--- src/rtl/flash_cmd_pkg.sv ---
package flash_cmd_pkg;

    localparam int unsigned BUS_AW = 11;

    localparam logic [BUS_AW-1:0] UNLOCK_ADDR_A = 11'h555;
    localparam logic [BUS_AW-1:0] UNLOCK_ADDR_B = 11'h2AA;

    localparam logic [7:0] KEY_A        = 8'hAA;
    localparam logic [7:0] KEY_B        = 8'h55;
    localparam logic [7:0] CMD_PROG     = 8'hA0;
    localparam logic [7:0] CMD_BYP_IN   = 8'h20;
    localparam logic [7:0] CMD_SEC_IN   = 8'h88;
    localparam logic [7:0] CMD_EXIT     = 8'h90;
    localparam logic [7:0] CMD_CONFIRM  = 8'h00;

    typedef enum logic [2:0] {
        S_IDLE,
        S_UNL1,
        S_UNL2,
        S_ADDR,
        S_BUSY,
        S_BYP_EXIT,
        S_SEC_EXIT
    } dec_state_t;

endpackage

--- src/rtl/fcd_busy_timer.sv ---
module fcd_busy_timer #(
    parameter int unsigned BUSY_CYC = 8
) (
    input  logic clk,
    input  logic rst_n,
    input  logic start,
    output logic busy,
    output logic done
);
    localparam int unsigned CNT_W = $clog2(BUSY_CYC + 1);

    logic [CNT_W-1:0] cnt_q;

    always_ff @(posedge clk or negedge rst_n) begin
        if (!rst_n) begin
            cnt_q <= '0;
        end else if (start) begin
            cnt_q <= CNT_W'(BUSY_CYC);
        end else if (cnt_q != '0) begin
            cnt_q <= cnt_q - 1'b1;
        end
    end

    always_comb begin
        busy = (cnt_q != '0);
        done = (cnt_q == CNT_W'(1));
    end


    no_restart_chk: assert property (@(posedge clk) disable iff (!rst_n)
        start |-> !busy);


    done_ends_busy_chk: assert property (@(posedge clk) disable iff (!rst_n)
        done |=> !busy);

endmodule

--- src/rtl/fcd_seq_fsm.sv ---
module fcd_seq_fsm
    import flash_cmd_pkg::*;
#(
    parameter int unsigned DATA_W = 8,
    parameter int unsigned MEM_AW = 4
) (
    input  logic              clk,
    input  logic              rst_n,
    input  logic              accel,
    input  logic              wr_en,
    input  logic [BUS_AW-1:0] wr_addr,
    input  logic [DATA_W-1:0] wr_data,
    input  logic              tmr_busy,
    input  logic              tmr_done,
    output logic              tmr_start,
    output logic              pgm_req,
    output logic [MEM_AW-1:0] pgm_addr,
    output logic [DATA_W-1:0] pgm_data,
    output logic              pgm_sec,
    output logic              sec_sel,
    output logic              byp_active
);
    dec_state_t        state_q, state_d;
    logic              byp_q, byp_d;
    logic              sec_q, sec_d;
    logic [MEM_AW-1:0] addr_q, addr_d;
    logic [DATA_W-1:0] data_q, data_d;
    logic              bank_q, bank_d;

    logic       at_a, at_b;
    logic [7:0] cmd;

    always_comb begin
        at_a = (wr_addr == UNLOCK_ADDR_A);
        at_b = (wr_addr == UNLOCK_ADDR_B);
        cmd  = wr_data[7:0];
    end

    always_comb begin
        state_d   = state_q;
        byp_d     = byp_q;
        sec_d     = sec_q;
        addr_d    = addr_q;
        data_d    = data_q;
        bank_d    = bank_q;
        tmr_start = 1'b0;
        unique case (state_q)
            S_IDLE: begin
                if (accel && !sec_q && !byp_q) begin
                    byp_d = 1'b1;
                end else if (wr_en) begin
                    if (byp_q) begin
                        if (cmd == CMD_PROG) begin
                            state_d = S_ADDR;
                        end else if (cmd == CMD_EXIT) begin
                            state_d = S_BYP_EXIT;
                        end
                    end else if (at_a && cmd == KEY_A) begin
                        state_d = S_UNL1;
                    end
                end
            end
            S_UNL1: begin
                if (wr_en) begin
                    state_d = (at_b && cmd == KEY_B) ? S_UNL2 : S_IDLE;
                end
            end
            S_UNL2: begin
                if (wr_en) begin
                    state_d = S_IDLE;
                    if (at_a) begin
                        if (cmd == CMD_PROG) begin
                            state_d = S_ADDR;
                        end else if (cmd == CMD_BYP_IN) begin
                            if (!sec_q) byp_d = 1'b1;
                        end else if (cmd == CMD_SEC_IN) begin
                            sec_d = 1'b1;
                        end else if (cmd == CMD_EXIT) begin
                            if (sec_q) state_d = S_SEC_EXIT;
                        end
                    end
                end
            end
            S_ADDR: begin
                if (wr_en) begin
                    addr_d    = wr_addr[MEM_AW-1:0];
                    data_d    = wr_data;
                    bank_d    = sec_q;
                    tmr_start = 1'b1;
                    state_d   = S_BUSY;
                end
            end
            S_BUSY: begin
                if (tmr_done) state_d = S_IDLE;
            end
            S_BYP_EXIT: begin
                if (wr_en) begin
                    state_d = S_IDLE;
                    if (cmd == CMD_CONFIRM) byp_d = 1'b0;
                end
            end
            S_SEC_EXIT: begin
                if (wr_en) begin
                    state_d = S_IDLE;
                    if (cmd == CMD_CONFIRM) sec_d = 1'b0;
                end
            end
            default: state_d = S_IDLE;
        endcase
    end

    always_ff @(posedge clk or negedge rst_n) begin
        if (!rst_n) begin
            state_q <= S_IDLE;
            byp_q   <= 1'b0;
            sec_q   <= 1'b0;
            addr_q  <= '0;
            data_q  <= '0;
            bank_q  <= 1'b0;
        end else begin
            state_q <= state_d;
            byp_q   <= byp_d;
            sec_q   <= sec_d;
            addr_q  <= addr_d;
            data_q  <= data_d;
            bank_q  <= bank_d;
        end
    end

    always_comb begin
        pgm_req    = (state_q == S_BUSY) && tmr_done;
        pgm_addr   = addr_q;
        pgm_data   = data_q;
        pgm_sec    = bank_q;
        sec_sel    = sec_q;
        byp_active = byp_q;
    end


    sec_no_bypass_chk: assert property (@(posedge clk) disable iff (!rst_n)
        sec_q |-> !byp_q);


    busy_write_ignored_chk: assert property (@(posedge clk) disable iff (!rst_n)
        (state_q == S_BUSY && wr_en) |=> ($stable(byp_q) && $stable(sec_q)));


    busy_state_timer_chk: assert property (@(posedge clk) disable iff (!rst_n)
        (state_q == S_BUSY) |-> tmr_busy);

endmodule

--- src/rtl/fcd_array_model.sv ---
module fcd_array_model #(
    parameter int unsigned DATA_W = 8,
    parameter int unsigned MEM_AW = 4,
    parameter int unsigned SEC_AW = 2
) (
    input  logic              clk,
    input  logic              rst_n,
    input  logic              pgm_req,
    input  logic [MEM_AW-1:0] pgm_addr,
    input  logic [DATA_W-1:0] pgm_data,
    input  logic              pgm_sec,
    input  logic              sec_sel,
    input  logic [MEM_AW-1:0] rd_addr,
    output logic [DATA_W-1:0] rd_data
);
    localparam int unsigned MAIN_WORDS = 1 << MEM_AW;
    localparam int unsigned SEC_WORDS  = 1 << SEC_AW;

    logic [DATA_W-1:0] main_q [MAIN_WORDS] = '{default: '1};
    logic [DATA_W-1:0] sec_q  [SEC_WORDS]  = '{default: '1};

    always_ff @(posedge clk) begin
        if (pgm_req) begin
            if (pgm_sec) begin
                sec_q[pgm_addr[SEC_AW-1:0]] <= sec_q[pgm_addr[SEC_AW-1:0]] & pgm_data;
            end else begin
                main_q[pgm_addr] <= main_q[pgm_addr] & pgm_data;
            end
        end
    end

    always_comb begin
        rd_data = sec_sel ? sec_q[rd_addr[SEC_AW-1:0]] : main_q[rd_addr];
    end


    and_only_chk: assert property (@(posedge clk) disable iff (!rst_n)
        (pgm_req && !pgm_sec) |=>
            ((main_q[$past(pgm_addr)] & ~$past(main_q[pgm_addr])) == '0));

endmodule

--- src/rtl/flash_cmd_decoder.sv ---
module flash_cmd_decoder
    import flash_cmd_pkg::*;
#(
    parameter int unsigned DATA_W   = 8,
    parameter int unsigned MEM_AW   = 4,
    parameter int unsigned SEC_AW   = 2,
    parameter int unsigned BUSY_CYC = 8
) (
    input  logic              clk,
    input  logic              rst_n,
    input  logic              accel,
    input  logic              wr_en,
    input  logic [10:0]       wr_addr,
    input  logic [DATA_W-1:0] wr_data,
    input  logic [MEM_AW-1:0] rd_addr,
    output logic [DATA_W-1:0] rd_data,
    output logic              busy,
    output logic              pgm_req,
    output logic [MEM_AW-1:0] pgm_addr,
    output logic [DATA_W-1:0] pgm_data,
    output logic              pgm_sec,
    output logic              sec_sel,
    output logic              byp_active
);
    logic tmr_start;
    logic tmr_done;

    fcd_busy_timer #(.BUSY_CYC(BUSY_CYC)) u_timer (
        .clk   (clk),
        .rst_n (rst_n),
        .start (tmr_start),
        .busy  (busy),
        .done  (tmr_done)
    );

    fcd_seq_fsm #(.DATA_W(DATA_W), .MEM_AW(MEM_AW)) u_fsm (
        .clk        (clk),
        .rst_n      (rst_n),
        .accel      (accel),
        .wr_en      (wr_en),
        .wr_addr    (wr_addr),
        .wr_data    (wr_data),
        .tmr_busy   (busy),
        .tmr_done   (tmr_done),
        .tmr_start  (tmr_start),
        .pgm_req    (pgm_req),
        .pgm_addr   (pgm_addr),
        .pgm_data   (pgm_data),
        .pgm_sec    (pgm_sec),
        .sec_sel    (sec_sel),
        .byp_active (byp_active)
    );

    fcd_array_model #(.DATA_W(DATA_W), .MEM_AW(MEM_AW), .SEC_AW(SEC_AW)) u_array (
        .clk      (clk),
        .rst_n    (rst_n),
        .pgm_req  (pgm_req),
        .pgm_addr (pgm_addr),
        .pgm_data (pgm_data),
        .pgm_sec  (pgm_sec),
        .sec_sel  (sec_sel),
        .rd_addr  (rd_addr),
        .rd_data  (rd_data)
    );

endmodule

--- config.mk ---
export PLATFORM = sky130hd
export DESIGN_NAME = flash_cmd_decoder
export DESIGN_NICKNAME = d
export VERILOG_FILES = /design/src/rtl/flash_cmd_pkg.sv /design/src/rtl/fcd_busy_timer.sv /design/src/rtl/fcd_seq_fsm.sv /design/src/rtl/fcd_array_model.sv /design/src/rtl/flash_cmd_decoder.sv
export SDC_FILE = /design/constraint.sdc
export NUM_CORES = 1
export LEC_CHECK = 0
export BUFFER_PORTS_ARGS = -buffer_cell sky130_fd_sc_hd__buf_4
export CAP_MARGIN = 20
export CORE_MARGIN = 3
export CORE_UTILIZATION = 55
export DETAILED_ROUTE_END_ITERATION = 8
export PLACE_DENSITY = 0.73
export SYNTH_ARGS = -nofsm -noshare
export SYNTH_HDL_FRONTEND = slang
export SYNTH_HIERARCHICAL = 1
export SYNTH_SLANG_ARGS = --single-unit
export TNS_END_PERCENT = 100
--- constraint.sdc ---
create_clock -name clk -period 3.3 [get_ports clk]
set_clock_uncertainty 0.15 [all_clocks]
set_input_delay 0.33 -clock clk [delete_from_list [all_inputs] [get_ports clk]]
set_output_delay 0.33 -clock clk [all_outputs]
set_load 0.01 [all_outputs]
==> results.cfg, run 1 <==
[route]
dr.pass1.iters = 6
via_cell_ratio = 6.617
detail-route-antenna-nets = 0
via_count = 5492
number_of_remaining_drc_errors = 0
wl_per_cell_um = 26.46
first_iter_violations = 754
postRouteWirelength_mm = 21.96

[logic_synthesis]
ys_dominant_reg_cell = edfxtp_1
synth_seq_cells = 182
synth_sequential_area_ratio = 0.6120
synth_area_per_inst_um2 = 16.51
yosysWarningCount = 6
postSynthNetCount = 559
yosysUniqueCellTypes = 54
synth_enable_flop_cells = 160
top_cell_type_by_total_area_after_synthesis = edfxtp_1
netlist_top_cells_area = edfxtp_1 (55%), mux4_2 (21%), dfrtp_1 (6.3%)
syn_inst = 530
summed_instance_area_of_the_synthesized_netlist_um2 = 8751
synth_top_area_frac = 0.5490
synthArstFlopShare = 0.1209

[sta]
fin_crit_ns = 2.858
rsz_0062_raised_after_global_routing = false
totalNegativeSetupSlack_ns = 0
relSlewSlack = 0.3849
postLayoutSetupSlackWorst_ns = 0.4419
timing.fmax_mhz = 349.9
report.final.setup_viol = 0
post-route-period-util = 0.8661
worst_pin_slew_ns = 0.9226
timing.final.max_slew_violations = 0
hold_viol_final = 0

[floorplanning]
design.portCount = 52
floorplan.die.width_um = 132.1
start_util = 0.5693
fp.dieArea_um2 = 17460
die_height_um = 132.1
core_area_um2 = 15370
row_count = 45

[placed_design]
finalWeightedCongestion = 0.8856
hpwl_mm = 14.52
place_worst_setup_slack_ns = 0.5088
io_buffer_count = 51

[setup_path]
worst-path-max-fanout = 8
cp-end-kind = flop
cpMaxStageDelayCell = nor2b_1
crit_type = reg2reg
cp.arrival_ns = 2.85
critical-path-top-cell-by-count = nor3b_1
ff2ff_path_depth = 8
startpoint_type = flop
critical_path.max_stage_delay_ns = 0.43
cp.required_ns = 3.29
critical_path.cell_chain = inv_1, ha_1, nor3b_1, nor3b_1, nor2b_1, nand3_1, nor3_1, buf_4

[global_routing]
grt_start_max_net_pins = 51
grt_pass1_vias = 5422
grt_antenna_before_repair = 1
grt_use_total = 0.2584
grt_first_pass_wirelength_mm = 33.38
grt-ovfl-total = 0

[power_and_ir_drop]
power.static_leakage_uw = 0.003848
ir_worst_vdd_mv = 0.3505
pd_cells_nw_per_um2 = 484.3

[layout]
mostFrequentLayoutCell = edfxtp_1
num_antenna_cells = 0
fin_nets = 635
post-route-util = 0.6602
area_growth_pct = 15.97
commonest_non_fill_non_tap_cells_in_the_layout = edfxtp_1 (160), mux4_2 (80), buf_4 (76), nand2_1 (57), mux2i_1 (23)
drive_gt1_frac = 0.3231

[worst_hold_path]
timing.hold.worst_path_depth = 3
holdCritPathClass = in2reg

[clock_network]
cts_num_sinks = 182
cts_buffers = 17
cts_hold_buffers = 12
cts_tree = yes
clock-root-buffer = clkbuf_16
worst_skew_pair.late_latency_ns = 0.44
clkTransAtPathRegs_ns = 0.07
postCtsSetupBuffers = 0
cts-resized-gates = 0
cts.path.max_buffers = 2
cts.htree.levels = 4

[job]
cap_violations = 0

[run_status]
status = finished, final reports clean
-- flip-flops by register name (all words and copies together) (netlist names) --
signal,count
u_array/main_q,128
u_array/sec_q,32
u_fsm/pgm_data,8
u_fsm/pgm_addr,4
u_timer/cnt_q,4
u_fsm/state_q,3
u_fsm/byp_active,1
u_fsm/pgm_sec,1
u_fsm/sec_sel,1
-- kinds of logic after synthesis --
| group | share of synthesized area |
|---|---|
| fa+ha+maj | 0.002859 |
| mux | 0.2352 |
| compound gates | 0.03718 |
| buf+inv | 0.02302 |
| flops | 0.6120 |
| simple gates | 0.08979 |
-- routing by layer --
| layer | track usage | part of all wire | vias up |
|---|---|---|---|
| li1 | - | - | 2308 |
| met4 | 0.08693 | 0.027 | 0 |
| met3 | 0.05611 | 0.086 | 52 |
| met5 | 0 | 0 | - |
| met2 | 0.4199 | 0.50 | 324 |
| met1 | 0.3526 | 0.39 | 2808 |
-- report_power, final --
part / switching (uW) / total [uW] / internal [uW]
logic: 216 / 426 / 210
clock network: 919 / 1900 / 984
registers: 72.4 / 2590 / 2510
-- through the flow --
stage	cells	hold slack [ns]	total power (uW)	cell area (um^2)
after floorplan	530	-0.1156	2899	8751
after global placement	786	0.08550	3030	9480
after detailed placement	786	0.08740	3042	9480
after CTS	830	0.02515	4941	10150
after global routing	830	0.06574	5084	10150
final	830	0.04306	4915	10150
-- cells in the mapped netlist, types with 2 or more instances --
| cell | n |
|---|---|
| nor3_1 | 9 |
| a221oi_1 | 9 |
| dfrtp_1 | 22 |
| inv_1 | 8 |
| nor4b_1 | 4 |
| o41ai_1 | 2 |
| nand3b_1 | 4 |
| nand3_1 | 6 |
| ha_1 | 2 |
| o21ai_0 | 11 |
| nand2_1 | 57 |
| buf_4 | 3 |
| o211ai_1 | 7 |
| and2_1 | 18 |
| or3_1 | 2 |
| nor2b_1 | 6 |
| clkbuf_1 | 21 |
| buf_1 | 2 |
| nor2_1 | 22 |
| buf_2 | 5 |
| nand2b_1 | 6 |
| mux2i_1 | 23 |
| edfxtp_1 | 160 |
| a21oi_1 | 4 |
| mux4_2 | 80 |
| a22oi_1 | 2 |
| nor4_1 | 2 |
| o22ai_1 | 2 |
| buf_6 | 3 |
| nor3b_1 | 4 |
-- worst paths after layout --
path                              startpoint              endpoint  slack [ns]
hold reg to reg            u_fsm/pgm_addr[0]     u_fsm/pgm_addr[0]        0.40
setup reg to reg            u_timer/cnt_q[1]  u_array/main_q[3][4]        0.44
min in group asynchronous              rst_n     u_fsm/pgm_data[7]        0.19
setup / recovery            u_timer/cnt_q[1]  u_array/main_q[3][4]        0.44
hold / removal                    wr_data[5]     u_fsm/pgm_data[5]        0.04
max in group asynchronous              rst_n     u_fsm/pgm_addr[0]        2.55
-- critical path, delay by kind of cell (launching register included) --
kind          cells  cell delay, ns
simple gates      5            1.54
buf+inv           2            0.32
fa+ha+maj         1            0.15
flops             1            0.41
-- layout make-up --
class                           count  area [um^2]
Sequential cell                   182         5358
Tap cell                          211        264.0
Fill cell                        1039         5223
Clock inverter                     14        118.9
Clock buffer                       18        429.2
Timing Repair Buffer               91        750.7
Multi-Input combinational cell    305         3194
Inverter                            9        33.78
(Power assumes the default switching activity.)
==> inputs of run 2 (changes only) <==
--- a/config.mk
+++ b/config.mk
@@ -10,6 +10,7 @@
 export CORE_MARGIN = 3
 export CORE_UTILIZATION = 55
 export DETAILED_ROUTE_END_ITERATION = 8
+export MAX_ROUTING_LAYER = met4
 export PLACE_DENSITY = 0.73
 export SYNTH_ARGS = -nofsm -noshare
 export SYNTH_HDL_FRONTEND = slang
==> run 2 against run 1 <==
Non-clock buffer count is 3 higher; count of clock-buffer cells in the layout grew 1; total power up 0.10%; die area unchanged; hold slack worse by 0.0096 ns; sequential share of layout area shrank 0.084 points.
==> results.cfg, run 2 (synthesis gave the netlist of run 1 again) <==
[worst_hold_path]
holdCritPathClass = in2reg

[placed_design]
io_buffer_count = 51
dpl.cell_count = 790
detailed_place.area_um2 = 9498
hpwl_mm = 14.51
finalWeightedCongestion = 0.9109

[layout]
fin_cells = 832
postLayoutCellArea_um2 = 10160
regMostFlops = u_array/main_q
fin_nets = 638
commonest_non_fill_non_tap_cells_in_the_layout = edfxtp_1 (160), buf_4 (81), mux4_2 (80), nand2_1 (57), mux2i_1 (23)
drive_gt1_frac = 0.3253
mostFrequentLayoutCell = edfxtp_1
largest_register_ff_count = 128
area_growth_pct = 16.16
num_antenna_cells = 0

[setup_path]
cp.arrival_ns = 2.90
critical_path.cell_chain = inv_1, ha_1, nor3b_1, nor3b_1, nor2b_1, nand3b_1, nor3_1, buf_4
startpoint_type = flop
cp.required_ns = 3.27
worst-path-max-fanout = 8
cpMaxStageDelayCell = nor2b_1
critical-path-top-cell-by-count = nor3b_1
cp-end-kind = flop
critical_path.max_stage_delay_ns = 0.46
crit_type = reg2reg

[run_status]
status = finished, final reports clean

[floorplanning]
core_area_um2 = 15370
fp.dieArea_um2 = 17460
row_count = 45
floorplan.die.width_um = 132.1
start_util = 0.5693
design.portCount = 52
die_height_um = 132.1

[power_and_ir_drop]
pd_cells_nw_per_um2 = 484.0
power.static_leakage_uw = 0.003870
power_uw = 4920
ir_worst_vdd_mv = 0.3818

[clock_network]
cts_buffers = 17
cts.htree.levels = 4
cts-resized-gates = 0
cts_num_sinks = 182
clock-root-buffer = clkbuf_16
worst_skew_pair.late_latency_ns = 0.42
cts.path.max_buffers = 2
cts_tree = yes
clkTransAtPathRegs_ns = 0.07

[global_routing]
grt_first_pass_wirelength_mm = 32.77
grt_pass1_vias = 5461
grt_start_max_net_pins = 38
grt_use_total = 0.2602
grt-ovfl-total = 0
grt_antenna_before_repair = 1

[route]
dr.pass1.iters = 5
via_count = 5484
postRouteWirelength_mm = 21.35
number_of_remaining_drc_errors = 0
wl_per_cell_um = 25.66
detail-route-antenna-nets = 0
first_iter_violations = 585
via_cell_ratio = 6.591

[job]
cap_violations = 0

[sta]
relSlewSlack = 0.4370
report.final.setup_viol = 0
fin_crit_ns = 2.935
post-route-period-util = 0.8894
timing.final.max_slew_violations = 0
totalNegativeSetupSlack_ns = 0
worst_pin_slew_ns = 0.8445
fin_hold_ws_ns = 0.03343
hold_viol_final = 0
timing.fmax_mhz = 340.7
rsz_0062_raised_after_global_routing = false
-- run 2: per-layer routing --
| layer | GRT usage | up-vias | share of wire |
|---|---|---|---|
| li1 | - | 2300 | - |
| met5 | - | - | 0 |
| met3 | 0.06031 | 43 | 0.082 |
| met2 | 0.3991 | 289 | 0.50 |
| met4 | 0.09685 | 0 | 0.029 |
| met1 | 0.3457 | 2852 | 0.39 |
-- run 2: final cells by class --
class                           instances  area, um^2
Clock buffer                           19       432.9
Clock inverter                         12       123.9
Fill cell                            1067        5206
Inverter                                9       33.78
Multi-Input combinational cell        305        3194
Sequential cell                       182        5358
Tap cell                              211       264.0
Timing Repair Buffer                   94       758.2
-- run 2: path summary, 6_finish.rpt --
path / start / end / slack, ns / cells past startpoint
worst max-delay path: u_timer/cnt_q[1] / u_array/main_q[2][5] / 0.37 / 8
worst min-delay path: wr_data[4] / u_fsm/pgm_data[4] / 0.03 / 3
worst max register to register: u_timer/cnt_q[1] / u_array/main_q[2][5] / 0.37 / 8
worst min register to register: u_fsm/pgm_addr[0] / u_fsm/pgm_addr[0] / 0.39 / 2
max in group asynchronous: rst_n / u_fsm/pgm_addr[0] / 2.54 / 2
min in group asynchronous: rst_n / u_fsm/state_q[2] / 0.21 / 2
-- run 2: timing repair --
item	CTS	global route
endpoints found under the hold margin	32	0
hold buffers	11	0
setup buffers	0	0
-- run 2: per-stage QoR --
step	utilization	setup WS (ns)
floorplan	-	0.4867
global placement	0.6179	0.6573
detailed placement	0.6179	0.4330
CTS	0.6613	0.3846
global route	0.6613	0.2305
finish	0.6613	0.3651
-- run 2: where the power goes --
group	switching, uW	total [uW]	leakage, uW	internal [uW]
logic	214	423	0.00147	209
registers	73.1	2590	0.00213	2510
clock network	858	1910	0.000270	1050
-- run 2: worst max-delay path: cells and delay by family (launching register included) --
kind          cells  cell delay, ns
flops             1            0.41
buf+inv           2            0.33
simple gates      5            1.61
fa+ha+maj         1            0.13
